File: src/rtl/tfq_pkg.sv
package tfq_pkg;
   localparam int THR_W = 5;

   typedef struct packed {
      logic             rx_en;
      logic [THR_W-1:0] hi_thr;
      logic             tx_en;
      logic [THR_W-1:0] lo_thr;
   } tfq_cfg_t;

   function automatic tfq_cfg_t unpack_cfg(input logic [15:0] v);
      tfq_cfg_t c;
      c.rx_en  = v[15];
      c.hi_thr = v[12:8];
      c.tx_en  = v[7];
      c.lo_thr = v[4:0];
      return c;
   endfunction

   function automatic logic [15:0] pack_cfg(input tfq_cfg_t c);
      return {c.rx_en, 2'b00, c.hi_thr, c.tx_en, 2'b00, c.lo_thr};
   endfunction
endpackage

File: src/rtl/tfq_cfg.sv
module tfq_cfg
   import tfq_pkg::*;
(
   input  logic        clk,
   input  logic        rst_n,
   input  logic        we,
   input  logic [15:0] wdata,
   output tfq_cfg_t    cfg,
   output logic [15:0] rdata
);
   always_ff @(posedge clk) begin
      if (!rst_n) begin
         cfg.rx_en  <= 1'b0;
         cfg.hi_thr <= '1;
         cfg.tx_en  <= 1'b0;
         cfg.lo_thr <= '0;
      end else if (we) begin
         cfg <= unpack_cfg(wdata);
      end
   end

   assign rdata = pack_cfg(cfg);
endmodule

File: src/rtl/tfq_ctrl.sv
module tfq_ctrl #(
   parameter int AW = 5,
   localparam int DEPTH = 1 << AW,
   localparam int LW = AW + 1
) (
   input  logic          clk,
   input  logic          rst_n,
   input  logic          clear,
   input  logic          push_req,
   input  logic          pop_req,
   output logic          do_push,
   output logic          do_pop,
   output logic [AW-1:0] wr_ptr,
   output logic [AW-1:0] rd_ptr,
   output logic [LW-1:0] level
);
   logic is_full, is_empty;

   assign is_full  = (level == LW'(DEPTH));
   assign is_empty = (level == '0);
   assign do_push  = push_req & ~is_full & ~clear;
   assign do_pop   = pop_req & ~is_empty & ~clear;

   always_ff @(posedge clk) begin
      if (!rst_n || clear) begin
         wr_ptr <= '0;
         rd_ptr <= '0;
         level  <= '0;
      end else begin
         if (do_push) wr_ptr <= wr_ptr + 1'b1;
         if (do_pop)  rd_ptr <= rd_ptr + 1'b1;
         case ({do_push, do_pop})
            2'b10:   level <= level + 1'b1;
            2'b01:   level <= level - 1'b1;
            default: level <= level;
         endcase
      end
   end
endmodule

File: src/rtl/tfq_mem.sv
module tfq_mem #(
   parameter int AW = 5,
   parameter int DW = 16,
   localparam int DEPTH = 1 << AW
) (
   input  logic          clk,
   input  logic          rst_n,
   input  logic          we,
   input  logic [AW-1:0] waddr,
   input  logic [DW-1:0] wdata,
   input  logic [AW-1:0] raddr,
   output logic [DW-1:0] rdata
);
   logic [DW-1:0] words [DEPTH];

   for (genvar i = 0; i < DEPTH; i++) begin : g_word
      always_ff @(posedge clk) begin
         if (!rst_n)
            words[i] <= '0;
         else if (we && waddr == AW'(i))
            words[i] <= wdata;
      end
   end

   assign rdata = words[raddr];
endmodule

File: src/rtl/tfq_thresh.sv
module tfq_thresh
   import tfq_pkg::*;
#(
   parameter int LW = 6,
   localparam int CW = (LW > THR_W) ? LW + 1 : THR_W + 1
) (
   input  tfq_cfg_t      cfg,
   input  logic [LW-1:0] level,
   input  logic          dir_rx,
   input  logic          xfer_active,
   output logic          rx_dma_req,
   output logic          tx_dma_req,
   output logic          full_flag,
   output logic          empty_flag
);
   logic [CW-1:0] lvl_x, hi_x, lo_x;
   logic          live, above, below;

   assign lvl_x = CW'(level);
   assign hi_x  = CW'(cfg.hi_thr);
   assign lo_x  = CW'(cfg.lo_thr);
   assign live  = xfer_active | (level != '0);
   assign above = live &  dir_rx & (lvl_x > hi_x);
   assign below = live & ~dir_rx & (lvl_x < lo_x);

   assign rx_dma_req = above &  cfg.rx_en;
   assign full_flag  = above & ~cfg.rx_en;
   assign tx_dma_req = below &  cfg.tx_en;
   assign empty_flag = below & ~cfg.tx_en;
endmodule

File: src/rtl/tfifo_dma.sv
module tfifo_dma
   import tfq_pkg::*;
#(
   parameter int AW = 5,
   parameter int DW = 16,
   localparam int LW = AW + 1
) (
   input  logic          clk,
   input  logic          rst_n,
   input  logic          cfg_we,
   input  logic [15:0]   cfg_wdata,
   output logic [15:0]   cfg_rdata,
   input  logic          bus_wr,
   input  logic [DW-1:0] bus_wdata,
   input  logic          bus_rd,
   input  logic          card_push,
   input  logic [DW-1:0] card_wdata,
   input  logic          card_pop,
   output logic [DW-1:0] rd_data,
   input  logic          dir_rx,
   input  logic          xfer_active,
   input  logic          cmd_start,
   output logic [LW-1:0] level,
   output logic          rx_dma_req,
   output logic          tx_dma_req,
   output logic          full_flag,
   output logic          empty_flag
);
   if (AW < 2 || AW > THR_W) begin : g_bad_aw
      $error("tfifo_dma: AW out of range");
   end
   if (DW < 1) begin : g_bad_dw
      $error("tfifo_dma: DW must be positive");
   end

   tfq_cfg_t      cfg;
   logic          do_push, do_pop;
   logic [AW-1:0] wr_ptr, rd_ptr;
   logic [DW-1:0] push_word;

   assign push_word = bus_wr ? bus_wdata : card_wdata;

   tfq_cfg u_cfg (
      .clk   (clk),
      .rst_n (rst_n),
      .we    (cfg_we),
      .wdata (cfg_wdata),
      .cfg   (cfg),
      .rdata (cfg_rdata)
   );

   tfq_ctrl #(.AW(AW)) u_ctrl (
      .clk      (clk),
      .rst_n    (rst_n),
      .clear    (cmd_start),
      .push_req (bus_wr | card_push),
      .pop_req  (bus_rd | card_pop),
      .do_push  (do_push),
      .do_pop   (do_pop),
      .wr_ptr   (wr_ptr),
      .rd_ptr   (rd_ptr),
      .level    (level)
   );

   tfq_mem #(.AW(AW), .DW(DW)) u_mem (
      .clk   (clk),
      .rst_n (rst_n),
      .we    (do_push),
      .waddr (wr_ptr),
      .wdata (push_word),
      .raddr (rd_ptr),
      .rdata (rd_data)
   );

   tfq_thresh #(.LW(LW)) u_thr (
      .cfg         (cfg),
      .level       (level),
      .dir_rx      (dir_rx),
      .xfer_active (xfer_active),
      .rx_dma_req  (rx_dma_req),
      .tx_dma_req  (tx_dma_req),
      .full_flag   (full_flag),
      .empty_flag  (empty_flag)
   );
endmodule

File: config.mk
export PLATFORM = sky130hd
export DESIGN_NAME = tfifo_dma
export DESIGN_NICKNAME = d
export VERILOG_FILES = /design/src/rtl/tfq_pkg.sv /design/src/rtl/tfq_cfg.sv /design/src/rtl/tfq_ctrl.sv /design/src/rtl/tfq_mem.sv /design/src/rtl/tfq_thresh.sv /design/src/rtl/tfifo_dma.sv
export SDC_FILE = /design/constraint.sdc
export NUM_CORES = 1
export LEC_CHECK = 0
export BUFFER_PORTS_ARGS = -buffer_cell sky130_fd_sc_hd__clkbuf_2
export CORE_MARGIN = 2
export CORE_UTILIZATION = 67
export DETAILED_ROUTE_END_ITERATION = 16
export PLACE_DENSITY = 0.87
export REMOVE_ABC_BUFFERS = 1
export SYNTH_ARGS = -nofsm -noshare
export SYNTH_HDL_FRONTEND = slang
export SYNTH_SLANG_ARGS = --single-unit
File: constraint.sdc
create_clock -name clk -period 5.8 [get_ports clk]
set_clock_uncertainty 0.1 [all_clocks]
set_input_delay 1.16 -clock clk [delete_from_list [all_inputs] [get_ports clk]]
set_output_delay 1.16 -clock clk [all_outputs]
set_load 0.02 [all_outputs]
Word-level counts from Yosys, hierarchy flattened:

Memory sizes are Yosys's and may differ from the RTL's. A register that Yosys moved wholly into a read port is not among the register bits.
Index checks and enable logic that the tools add are counted.

* add/sub/neg operators: 4
* reduce and logical (&&, ||, !) cells: 38
* multiplexer cells: 133
* bitwise logic cells: 53
* eq/ne operators: 34
* $lt $le $gt $ge: 2

Operators with widths (count)
* two-way mux 16 bit: 33
* two-way mux 1 bit: 97
* equality test 5 bit, second input constant: 16
* equality test 5 x 4 -> 1 bit, second input constant: 8
* bitwise OR 1 bit: 35
* logical AND 1 bit: 32
* equality test 5 x 3 -> 1 bit, second input constant: 4
* bitwise AND 1 bit: 12
* case mux 6 bit (2 select lines): 1
* adder 5 x 1 -> 5 bit, second input constant: 2
* equality test 5 x 2 -> 1 bit, second input constant: 2
* two-way mux 5 bit: 2
* adder 6 x 1 -> 6 bit, second input constant: 1
* equality test 6 bit, second input constant: 1
* > comparator 6 x 5 -> 1 bit: 1
* zero test 6 bit: 1
* less-than comparator 6 x 5 -> 1 bit: 1
* NOT 1 bit: 6
* nonzero test 6 bit: 1
* subtractor 6 x 1 -> 6 bit, second input constant: 1
* equality test 5 x 1 -> 1 bit, second input constant: 1
* zero test 5 bit: 1
* equality test 2 x 1 -> 1 bit, second input constant: 1
* equality test 2 bit, second input constant: 1
* 3 further kinds: 3

* memories: 1
* bits in writable memories: 512
* word-level logic and storage cells: 272
* output and inout bits: 42
* register bits: 28

Memories
* u_mem.words: words 32, bits a word 16, rd ports 1, clocked after memory_dff 1, wr ports 32, RTL line tfq_mem.sv:14 `logic [DW-1:0] words [DEPTH];`

Longest topological paths before layout:

* word-level depth: 9
* gate-level depth with buffers: 13
* mapped depth without buffers: 10

Hierarchy:

A second synthesis with hierarchy kept.

* cell total of the unflattened synthesis: 1982
* area total of the unflattened synthesis: 25794.7 um^2

Modules (own cells, without submodules)
* tfq_mem: cells each 1770, times used 1, seq. area each 15374.7 um^2, area each 23812.8 um^2
* tfq_ctrl: cells each 97, times used 1, seq. area each 320.3 um^2, area each 865.8 um^2
* tfq_cfg: cells each 55, times used 1, seq. area each 240.2 um^2, area each 561.8 um^2
* tfq_thresh: cells each 40, times used 1, seq. area each 0.0 um^2, area each 296.5 um^2
* tfifo_dma: cells each 20, times used 1, seq. area each 0.0 um^2, area each 257.7 um^2

Worst setup path after synthesis:

OpenSTA, ideal clock, no wires.

* path type: input-to-reg
* start: input bus_wr
* end: memory u_mem.words[10][0] (enable)
* data required time: 5289 ps
* cell stages on the path: 6
* arrival time: 3094 ps
* path buffers: 2
* slack: 2195 ps
* cells stage by stage: buf_4 -> o21ba_2 -> o31a_2 -> nand2_1 -> clkbuf_2 -> o21ai_0

RTL lines
* start: declaration: RTL line tfifo_dma.sv:13 `input logic bus_wr,`
* end: declaration: RTL line tfq_mem.sv:14

==> metrics.yaml <==
logic_synthesis:
  synthArstFlopShare_pct: 0
  synth_most_common_cell: "nor2_1"
  synth_top_area_cell: "edfxtp_1"
  synth.distinct_cells: 55
  ys_top_cells_by_count: "nor2_1, edfxtp_1, mux2i_1"
  synth-seq-cells: 545
  synth_edf_count: 512
  ys_warn_count: 0
  syn_avg_cell_area_um2: 13.4
  synth.yosys.seq_area_share_pct: 64.4
  synth_area_um2: 24900
  synth_area_leaders: "edfxtp_1, nor2_1, mux2i_1"
  ys.flop_type: "edfxtp_1"
  syn-instance-count: 1851
  synth_top_area_share_pct: 61.8
route:
  via_per_inst: 6.78
  via_count: 16100
  first_pass_iters: 6
  wirelength_mm: 64.0
  wire_per_inst_um: 26.9
  drc: 0
  ant_nets: 0
  drt_iter0_drc: 2095
power_and_ir_drop:
  swShare_pct: 22.3
  totalPowerFinal_uw: 8290
  p_per_area_nw_per_um2: 304
  combPwrFrac_pct: 6.2
  netSwitchingPower_uw: 1850
  p_seq_share_pct: 54.0
  clock_power_share_pct: 39.8
  vdd_drop_max_mv: 0.224
  leakage_uw: 0.00967
  p_int_uw: 6440
placement:
  portBuffers: 91
  placedCellCount: 2286
  place_congestion: 0.846
  place_hpwl_mm: 38.3
global_route:
  met1_usage_pct: 41.8
  grt_overflow: 0
  grt_usage_pct: 33.7
  grt_pass1_wl_mm: 96.4
  grt_use_met2_pct: 55.6
  antenna_found_initial: 0
  grt_pass1_vias: 16700
  met3_usage_pct: 7.44
  grt_start_max_net_pins: 63
  top_usage_layer: "met2"
final_layout:
  final_cells: 2380
  antenna-diode-count: 0
  syn2layout_area_growth_pct: 9.50
  final_util_pct: 74.4
  drive_above_1_share_pct: 17.6
  nets: 1948
sta:
  hold_viol_final: 0
  relSlewSlack_pct: 10.3
  setup_tns_ns: 0
  rsz0062_at_grt: "false"
  hold_ws_ns: 0.429
  setup_viol_count_final: 0
  final_max_slew_viol_count: 0
  worstMarginPinSlew_ns: 1.34
  fin_crit_ns: 4.97
  fmax_mhz: 201
  finalCritPeriodShare_pct: 85.8
setup_path:
  critPathKind: "register to output port"
  crit_arrival_ns: 3.71
  crit_family: "buffers and inverters"
  critical_path.endpoint_type: "output port"
  cp_cell_sequence: "buf_4 > mux4_2 > a22oi_1 > nand4_1 > clkbuf_2"
  critical_path.max_fanout: 37
  start_kind: "register"
  cp.buffers_inverters: 2
  required_ns: 4.54
  timing.rr.start: "u_ctrl.level[2]"
  crit_slowest_cell: "dfxtp_4"
  max_stage_delay_ns: 0.84
hold_path:
  hold_class: "register to register"
  hold_start: "u_cfg.cfg[8]"
floorplan:
  die_w_um: 197
  io_pins: 100
  die_h_um: 197
  die_area_um2: 38700
  rows: 70
  core-area_um2: 36600
  start_util_pct: 68.0
clock_network:
  post_cts_buffers: 0
  cts_tree: "built"
  cts_resized: 0
  cts-hold-fix-buffers: 0
  clk_pin_slew_worst_paths_ns: 0.06
  cts-root-buf: "clkbuf_16"
  cts_buffers: 51
  cts_max_path_buffers: 3
  h-tree-depth: 2
  cts.sinks: 545
  clkLatencyLatePin_ns: 0.58
outcome:
  status: "finished clean"
job:
  drv_cap: 0
## worst min-delay path, stage by stage (launching register included)
cell	delay, ns
dfxtp_1	0.31
inv_1	0.08
o211ai_1	0.08
## registers in the layout, indices dropped and copies added, names as in the netlist, named ones only
signal	count
u_mem.words	512
u_ctrl.rd_ptr	5
u_cfg.cfg	12
u_ctrl.wr_ptr	5
u_ctrl.level	6
## logic make-up after synthesis
kind of cell             Yosys count  share of synthesized area, %
XOR/XNOR                           6                         0.211
flip-flops                       545                          64.4
adder cells (fa/ha/maj)           19                         0.955
AND/OR/NAND/NOR                  698                          13.6
AO/OA/AOI/OAI                    169                          4.70
other                              1                        0.0151
multiplexers                     222                          12.1
buffers and inverters            191                          3.99
## power groups by stage
stage | registers (µW) | clock network [µW] | logic, µW
floorplan | 4550 | 0 | 265
global placement | 4540 | 0 | 479
detailed placement | 4560 | 0 | 499
CTS | 4470 | 3290 | 506
global route | 4480 | 3430 | 538
finish | 4470 | 3300 | 513
## through the flow
stage | instance area (µm²) | setup slack, ns
2_1_floorplan | 24000 | -2.49
3_3_place_gp | 25600 | 1.57
3_5_place_dp | 25600 | 1.53
4_1_cts | 27300 | 0.875
5_1_grt | 27300 | 0.648
6_report | 27300 | 0.826
## layer usage
metal  vias to the layer above  part of all wire [%]
met5                         -                     0
met4                         0                   5.9
met2                      1233                    50
met3                       239                    12
li1                       6812                     -
met1                      7848                    33
## cells in the final DEF (no fill, tap or decap), types with 9 or more instances in the layout
| cell | n |
|---|---|
| a22oi_1 | 98 |
| buf_4 | 45 |
| clkbuf_1 | 9 |
| clkbuf_16 | 51 |
| clkbuf_2 | 91 |
| clkinv_1 | 16 |
| dfxtp_1 | 31 |
| edfxtp_1 | 512 |
| ha_1 | 19 |
| inv_1 | 17 |
| mux2i_1 | 142 |
| mux2i_4 | 16 |
| mux4_2 | 64 |
| nand2_1 | 33 |
| nand3_1 | 38 |
| nand4_1 | 18 |
| nand4_4 | 24 |
| nor2_1 | 526 |
| nor2b_1 | 10 |
| o21ai_1 | 30 |
## path summary, 6_finish.rpt
path                           to  depth (start not counted)  slack [ns]
hold reg to reg      u_cfg.cfg[8]                          2        0.43
setup / recovery       rd_data[3]                          5        0.83
setup reg to reg  u_ctrl.level[2]                         10        2.18
hold / removal       u_cfg.cfg[8]                          2        0.43
## cell type report
| class | count | area, µm² |
|---|---|---|
| sequential | 545 | 16000 |
| clock inverter | 31 | 270 |
| timing repair buffer | 138 | 833 |
| inverter | 17 | 63.8 |
| clock buffer | 63 | 1350 |
| tap | 468 | 586 |
| multi-input combinational | 1118 | 8110 |
| fill | 2092 | 9350 |
Power figures use the tool's default switching activity.
